===== config.mk =====
export PLATFORM = sky130hd
export DESIGN_NAME = vecfetch_seq
export DESIGN_NICKNAME = d
export VERILOG_FILES = /design/src/rtl/vf_pkg.sv /design/src/rtl/vf_vbr.sv /design/src/rtl/vf_arb.sv /design/src/rtl/vecfetch_seq.sv
export SDC_FILE = /design/constraint.sdc
export NUM_CORES = 1
export LEC_CHECK = 0
export BUFFER_PORTS_ARGS = -buffer_cell sky130_fd_sc_hd__buf_2
export CAP_MARGIN = 5
export CORE_ASPECT_RATIO = 1.2
export CORE_UTILIZATION = 30
export DETAILED_ROUTE_END_ITERATION = 6
export PLACE_DENSITY = 0.51
export SLEW_MARGIN = 25
export SYNTH_ARGS = -nofsm -noshare
export SYNTH_HDL_FRONTEND = slang
export SYNTH_HIERARCHICAL = 1
export SYNTH_SLANG_ARGS = --single-unit
export TNS_END_PERCENT = 20

===== constraint.sdc =====
create_clock -name clk -period 3.5 [get_ports clk]
set_input_delay 0.7 -clock clk [delete_from_list [all_inputs] [get_ports clk]]
set_output_delay 0.7 -clock clk [all_outputs]
set_load 0.05 [all_outputs]

===== src/rtl/vf_pkg.sv =====
package vf_pkg;

    typedef enum logic [1:0] {
        ST_IDLE = 2'd0,
        ST_HI   = 2'd1,
        ST_LO   = 2'd2
    } seq_st_e;

    localparam logic [7:0] VEC_BUS_ERR  = 8'd2;
    localparam logic [7:0] VEC_ADDR_ERR = 8'd3;
    localparam logic [7:0] VEC_SPURIOUS = 8'd24;

endpackage


===== src/rtl/vf_vbr.sv =====
module vf_vbr #(
    parameter int W     = 32,
    parameter int ALIGN = 2
) (
    input  logic         clk,
    input  logic         rst_n,
    input  logic         we,
    input  logic [W-1:0] wdata,
    output logic [W-1:0] base
);
    logic [W-1:0] base_d, base_q;

    always_comb begin
        base_d = base_q;
        if (we) base_d = {wdata[W-1:ALIGN], {ALIGN{1'b0}}};
    end

    always_ff @(posedge clk or negedge rst_n) begin
        if (!rst_n) base_q <= '0;
        else        base_q <= base_d;
    end

    assign base = base_q;
endmodule


===== src/rtl/vf_arb.sv =====
module vf_arb
    import vf_pkg::*;
#(
    parameter int VEC_W = 8
) (
    input  logic             berr_req,
    input  logic             aerr_req,
    input  logic             exc_req,
    input  logic [VEC_W-1:0] exc_vec,
    input  logic             irq_req,
    input  logic [2:0]       irq_level,
    input  logic             irq_auto,
    input  logic [VEC_W-1:0] irq_vec,
    output logic             grant,
    output logic [VEC_W-1:0] grant_vec
);
    logic [VEC_W-1:0] irq_num;

    always_comb begin
        if (irq_auto) irq_num = VEC_W'(VEC_SPURIOUS) + VEC_W'(irq_level);
        else          irq_num = irq_vec;
    end

    always_comb begin
        grant     = 1'b1;
        grant_vec = '0;
        if (berr_req)      grant_vec = VEC_W'(VEC_BUS_ERR);
        else if (aerr_req) grant_vec = VEC_W'(VEC_ADDR_ERR);
        else if (exc_req)  grant_vec = exc_vec;
        else if (irq_req)  grant_vec = irq_num;
        else               grant     = 1'b0;
    end
endmodule


===== src/rtl/vecfetch_seq.sv =====
module vecfetch_seq
    import vf_pkg::*;
#(
    parameter int ADDR_W = 32,
    parameter int BUS_W  = 16,
    parameter int VEC_W  = 8
) (
    input  logic                 clk,
    input  logic                 rst_n,
    input  logic                 vbr_we,
    input  logic [ADDR_W-1:0]    vbr_wdata,
    input  logic                 berr_req,
    input  logic                 aerr_req,
    input  logic                 exc_req,
    input  logic [VEC_W-1:0]     exc_vec,
    input  logic                 irq_req,
    input  logic [2:0]           irq_level,
    input  logic                 irq_auto,
    input  logic [VEC_W-1:0]     irq_vec,
    output logic [ADDR_W-1:0]    mem_addr,
    output logic                 mem_rd,
    input  logic [BUS_W-1:0]     mem_rdata,
    input  logic                 mem_rdy,
    output logic [2*BUS_W-1:0]   init_sp,
    output logic [2*BUS_W-1:0]   new_pc,
    output logic                 done,
    output logic                 boot_flag,
    output logic [VEC_W-1:0]     svc_vec
);
    localparam int LONG_W     = 2 * BUS_W;
    localparam int STEP_BYTES = BUS_W / 8;
    localparam int LONG_BYTES = LONG_W / 8;
    localparam int IDX_SH     = $clog2(LONG_BYTES);
    localparam logic [ADDR_W-1:0] SP_ADDR = '0;
    localparam logic [ADDR_W-1:0] PC_ADDR = ADDR_W'(LONG_BYTES);

    typedef struct packed {
        seq_st_e            st;
        logic [ADDR_W-1:0]  addr;
        logic [BUS_W-1:0]   hi;
        logic               boot;
        logic               stage;
        logic [LONG_W-1:0]  sp;
        logic [LONG_W-1:0]  pc;
        logic [VEC_W-1:0]   vec;
        logic               done;
    } seq_t;

    seq_t r_d, r_q;

    logic [ADDR_W-1:0] vbr_q;
    logic              arb_grant;
    logic [VEC_W-1:0]  arb_vec;

    vf_vbr #(.W(ADDR_W), .ALIGN(IDX_SH)) u_vbr (
        .clk   (clk),
        .rst_n (rst_n),
        .we    (vbr_we),
        .wdata (vbr_wdata),
        .base  (vbr_q)
    );

    vf_arb #(.VEC_W(VEC_W)) u_arb (
        .berr_req  (berr_req),
        .aerr_req  (aerr_req),
        .exc_req   (exc_req),
        .exc_vec   (exc_vec),
        .irq_req   (irq_req),
        .irq_level (irq_level),
        .irq_auto  (irq_auto),
        .irq_vec   (irq_vec),
        .grant     (arb_grant),
        .grant_vec (arb_vec)
    );

    always_comb begin
        r_d      = r_q;
        r_d.done = 1'b0;
        case (r_q.st)
            ST_IDLE: begin
                if (arb_grant) begin
                    r_d.st    = ST_HI;
                    r_d.addr  = vbr_q + (ADDR_W'(arb_vec) << IDX_SH);
                    r_d.boot  = 1'b0;
                    r_d.stage = 1'b0;
                    r_d.vec   = arb_vec;
                end
            end
            ST_HI: begin
                if (mem_rdy) begin
                    r_d.hi   = mem_rdata;
                    r_d.addr = r_q.addr + ADDR_W'(STEP_BYTES);
                    r_d.st   = ST_LO;
                end
            end
            ST_LO: begin
                if (mem_rdy) begin
                    if (r_q.boot && !r_q.stage) begin
                        r_d.sp    = {r_q.hi, mem_rdata};
                        r_d.stage = 1'b1;
                        r_d.addr  = PC_ADDR;
                        r_d.st    = ST_HI;
                    end else begin
                        r_d.pc   = {r_q.hi, mem_rdata};
                        r_d.done = 1'b1;
                        r_d.st   = ST_IDLE;
                    end
                end
            end
            default: r_d.st = ST_IDLE;
        endcase
    end

    always_ff @(posedge clk or negedge rst_n) begin
        if (!rst_n) begin
            r_q       <= '0;
            r_q.st    <= ST_HI;
            r_q.addr  <= SP_ADDR;
            r_q.boot  <= 1'b1;
        end else begin
            r_q <= r_d;
        end
    end

    assign mem_addr  = r_q.addr;
    assign mem_rd    = (r_q.st != ST_IDLE);
    assign init_sp   = r_q.sp;
    assign new_pc    = r_q.pc;
    assign done      = r_q.done;
    assign boot_flag = r_q.boot;
    assign svc_vec   = r_q.vec;
endmodule


Yosys cells after proc, flatten, opt, wreduce, memory -nomap -nowiden
Cells that the tools add are included.
Widths: inputs -> output; s select.
Word-level totals
  bits in registers: 155
  logic and storage cells: 57
Cells by class
  $add $sub $neg: 3
  bitwise logic cells: 1
  equality and inequality tests: 6
  reductions and logical operators: 13
  muxes and demuxes: 24
Operators with widths (number)
  $pmux 32 s3: 1
  $mux 34: 2
  $mux 65: 1
  $mux 32: 2
  $mux 50: 1
  $mux 8: 5
  $mux 33: 1
  $add 32x10->32: 1
  $add 32x2->32 const B: 1
  $mux 1: 9
  $reduce_and 3->1: 3
  $ne 2x2->1 const B: 4
  $add 5x3->6 const A: 1
  $pmux 2 s3: 1
  $reduce_and 5->1: 1
  $reduce_and 2->1: 2
  $reduce_and 4->1: 1
  $reduce_bool 2->1: 2
  $reduce_bool 3->1: 1
  $eq 2x1->1 const B: 1
  $eq 2x2->1 const B: 1
  $logic_not 2->1: 1
  $pmux 1 s2: 1
  $logic_and 1x1->1: 1
  other kinds (2): 2

Longest topological paths before layout
  word-level depth: 9
  gate-level depth with buffers: 11
  mapped depth without buffers: 11

Cells and area by module
The synthesis kept the hierarchy.
By module, submodules not included
  vecfetch_seq: area each 7098.1 um2, seq. area each 3130.5 um2, cells an instance 656, instances 1
  vf_vbr: area each 1253.7 um2, seq. area each 750.7 um2, cells an instance 66, instances 1
  vf_arb: area each 190.2 um2, seq. area each 0.0 um2, cells an instance 29, instances 1

Worst setup path before layout
Ideal clock, no wire load.
  kind: input port to flip-flop
  from: input port irq_auto
  to: register r_q (netlist bit mem_addr[28])
  required time: 3374 ps
  data arrival time: 3164 ps
  stages: 11
  path buffers: 0
  setup slack: 210 ps
  setup time: 126 ps
  cells stage by stage: mux2_2 -> a221oi_2 -> nor2_1 -> ha_1 -> fa_1 -> a211oi_1 -> nor2_1 -> o21ai_2 -> nor3_1 -> xor2_1 -> a221o_1
On the way
  word-level cells in the longest chain between the ends: 8
Ends and longest elaborated chain
  start, declared: line vecfetch_seq.sv:18  | input logic irq_auto,
  $mux 8: line vf_arb.sv:20  | if (irq_auto) irq_num = VEC_W'(VEC_SPURIOUS) + VEC_W'(irq_level);
  $mux 8: line vf_arb.sv:30  | else if (irq_req) grant_vec = irq_num;
  $mux 8: line vf_arb.sv:29  | else if (exc_req) grant_vec = exc_vec;
  $mux 8: line vf_arb.sv:28  | else if (aerr_req) grant_vec = VEC_W'(VEC_ADDR_ERR);
  $mux 8: line vf_arb.sv:27  | if (berr_req) grant_vec = VEC_W'(VEC_BUS_ERR);
  net arb_vec[0]: line vecfetch_seq.sv:53  | logic [VEC_W-1:0] arb_vec;
  $add 32x10->32: line vecfetch_seq.sv:83  | r_d.addr = vbr_q + (ADDR_W'(arb_vec) << IDX_SH);
  $mux 34: line vecfetch_seq.sv:81  | if (arb_grant) begin
  $pmux 32 s3: line vecfetch_seq.sv:79  | case (r_q.st)
  end signal, assigned: line vecfetch_seq.sv:121  | r_q <= r_d;
  end, declared: line vecfetch_seq.sv:49  | seq_t r_d, r_q;
The timed path passes the listed nets, and every way through them passes these cells. The select of a mux whose other input is x is not followed.
A chain may end at the register's enable or synchronous reset.

Worst setup path after layout
  from: input port irq_auto
  to: register r_q (netlist bit mem_addr[20])
The elaborated chain is that of the path after synthesis.

==> impl_metrics.tcl <==
set metrics [dict create \
    nets 923 \
    cts_tree "yes" \
    min_path_type "in -> async" \
    fmax_ghz 0.335 \
    ir_drop_v 0.000320 \
    clock_latency_ps 430 \
    wl_met3_um 1230 \
    postCtsResizedCells 0 \
    synth_flop_cell "dfrtp_1" \
    setup_viol 0 \
    layout_common_cells "buf_2, dfrtp_1, mux2_2" \
    drive_gt1_share_pct 44.7 \
    multiInputGateArea_um2 3680 \
    topRoutingLayerUsed "met4" \
    p_leak_nw 4.63 \
    cts_root_buf "clkbuf_16" \
    drt_iter0_drc 254 \
    fp.coreArea_um2 28000 \
    antenna_found_initial 0 \
    syn_avg_cell_area_um2 11.4 \
    regArea_um2 3880 \
    io-pin-count 183 \
    gp_congestion 0.783 \
    rows 67 \
    relSlewSlack_pct 36.6 \
    wl_per_cell_um 15.8 \
    hold_viol 0 \
    cts_buffers 17 \
    drt_wl_total_um 19400 \
    worstPathArrival_ps 3290 \
    dr.pass1.iters 4 \
    synth.largest_area_cell "dfrtp_1" \
    period_minus_slack_ps 2990 \
    cts.clk_slew.worst_paths_ps 70 \
    cts_sinks 155 \
    syn_inst 751 \
    netlist.area_leader.share_pct 44.8 \
    placed_area_um2 9140 \
    yosysUniqueCellTypes 71 \
    drv_slew 0 \
    cts_setup_buffers 0 \
    clk_path_buf_depth 2 \
    async_flop_share_pct 100 \
    synth_edf_count 0 \
    start_util_pct 30.5 \
    worst-slew-pin-transition_ps 950 \
    cts-htree-levels 4 \
    grt_max_degree 69 \
    drc_errors 0 \
    grt_pass1_vias 5787 \
    pre_cts_ws_ps 65.3 \
    synth-seq-cells 155 \
    area.growth.synth_to_final_pct 14.2 \
    start_kind "input port" \
    hold_buffers 0 \
    crit_fanout 6 \
    final.setup_skew_ps 13.7 \
    avgViaCountPerCell 4.70 \
    ys.warnings.count 6 \
    ant_nets 0 \
    critPathKind "in -> reg" \
    drv_cap 0 \
    fin_crit_sh_pct 85.4 \
    die_w_um 156 \
    die_area_um2 29200 \
    final_common_cell "buf_2" \
    nFillCells 2851 \
    critPathRequiredTime_ps 3800 \
    gr-total-overflow 0 \
    dp_cells 1193 \
    grt_pass1_wl_um 31500 \
    die_y_um 187 \
    yosysSeqAreaShare_pct 45.4 \
    dp_hpwl_um 14000 \
    final_core_util_pct 34.8 \
    instances_no_fill 1225 \
    routed-via-count 5754 \
    design_area_um2 9760 \
    status "complete, no violations" \
    grt_usage_pct 13.8 \
    synthTopCellsByArea "dfrtp_1, mux2_2, buf_4" \
    power_density_nw_per_um2 861 \
    antenna_cells 0 \
    synthesis.area_um2 8540 \
    wl_met2_um 9410 \
    tns_ps 0 \
    met1Wirelength_um 8540 \
    cp-end-kind "flip-flop" \
    setup_slack_ps 512 \
    grt_setup_unrepaired "no" \
    port_buffers 180 \
]
==> where the power goes <==
group / internal [mW] / leakage, nW / switching, mW
sequential: 2.33 / 1.94 / 0.441
combinational: 1.17 / 2.39 / 2.51
clock: 1.10 / 0.300 / 0.839
total: 4.61 / 4.63 / 3.79
==> per-layer routing <==
| metal | track usage (%) | vias to the layer above |
|---|---|---|
| li1 | - | 2770 |
| met4 | 4.22 | 0 |
| met1 | 17.1 | 2815 |
| met2 | 22.9 | 152 |
| met5 | 0 | - |
| met3 | 4.19 | 17 |
==> final cells by class <==
cell class	count	area share, %
inverters	10	0.385
flip-flops and latches	155	39.8
well taps	379	4.86
multi-input cells	449	37.7
clock inverters	14	1.78
repair buffers	200	11.0
clock buffers	18	4.50
==> critical path, cell delays in order <==
cell	delay [ps]
buf_2	90
mux2_2	330
a221oi_2	230
nor2_1	100
ha_1	220
fa_1	390
a211oi_1	220
nor2_1	120
o21ai_2	150
buf_4	170
buf_4	150
nor3_1	60
xnor2_1	250
o211ai_1	110
==> logic make-up after synthesis <==
family                   after synthesis  share of synthesized area, %
buffers and inverters                148                          11.7
AND/OR/NAND/NOR                      152                          10.1
flip-flops                           155                          45.4
AO/OA/AOI/OAI                        133                          10.4
adder cells (fa/ha/maj)               14                          2.14
multiplexers                         123                          17.5
XOR/XNOR                              25                          2.56
other                                  1                        0.0439
==> Yosys cell counts (3+ instances only) <==
library cell  instances
buf_6                 4
xor2_1                9
o311ai_1              3
o22ai_1               5
nor2b_1               6
nand2b_1              5
nand4_1               8
mux2_2               90
and3_1               11
a21o_1                4
nor2_1               21
and4_1                3
nand2_1              40
ha_1                 13
o221ai_1              5
and2_1                3
a21oi_1              23
nor3_1               15
mux2_4               31
dfrtp_1             153
xnor2_1              16
o211ai_1              9
buf_4               108
a211oi_1              4
a31oi_1              13
nand3b_1              4
a221o_1               6
buf_2                 9
clkbuf_1             14
nand3_1              13
o21ai_0              37
nor3b_1               4
inv_1                10
==> path summary, 6_finish.rpt <==
check	depth (start not counted)	from	end	slack, ps
setup / recovery	14	irq_auto	mem_addr[20]$_DFFE_PN0P_	510
hold / removal	1	rst_n	u_vbr/base[26]$_DFFE_PN0P_	280
setup reg to reg	7	r_q[123]$_DFFE_PN1P_	mem_addr[25]$_DFFE_PN0P_	730
hold reg to reg	2	mem_addr[0]$_DFFE_PN0P_	mem_addr[0]$_DFFE_PN0P_	490
max in group asynchronous	2	rst_n	r_q[84]$_DFFE_PN0P_	2450
min in group clk	2	mem_addr[0]$_DFFE_PN0P_	mem_addr[0]$_DFFE_PN0P_	490
==> stage by stage <==
stage | power (mW) | hold WS [ps]
after global placement | 6.51 | 460
after global routing | 8.94 | 320
final | 8.40 | 284
after CTS | 8.55 | 296
after floorplan | 6.02 | 404
after detailed placement | 6.55 | 479
==> flip-flops by register name, summed over array words and instances, names as in the netlist <==
register,flops
mem_addr,32
boot_flag,1
svc_vec,8
done,1
r_q,19
init_sp,32
new_pc,32
u_vbr/base,30
No activity file was read; power rests on OpenSTA's default activity.
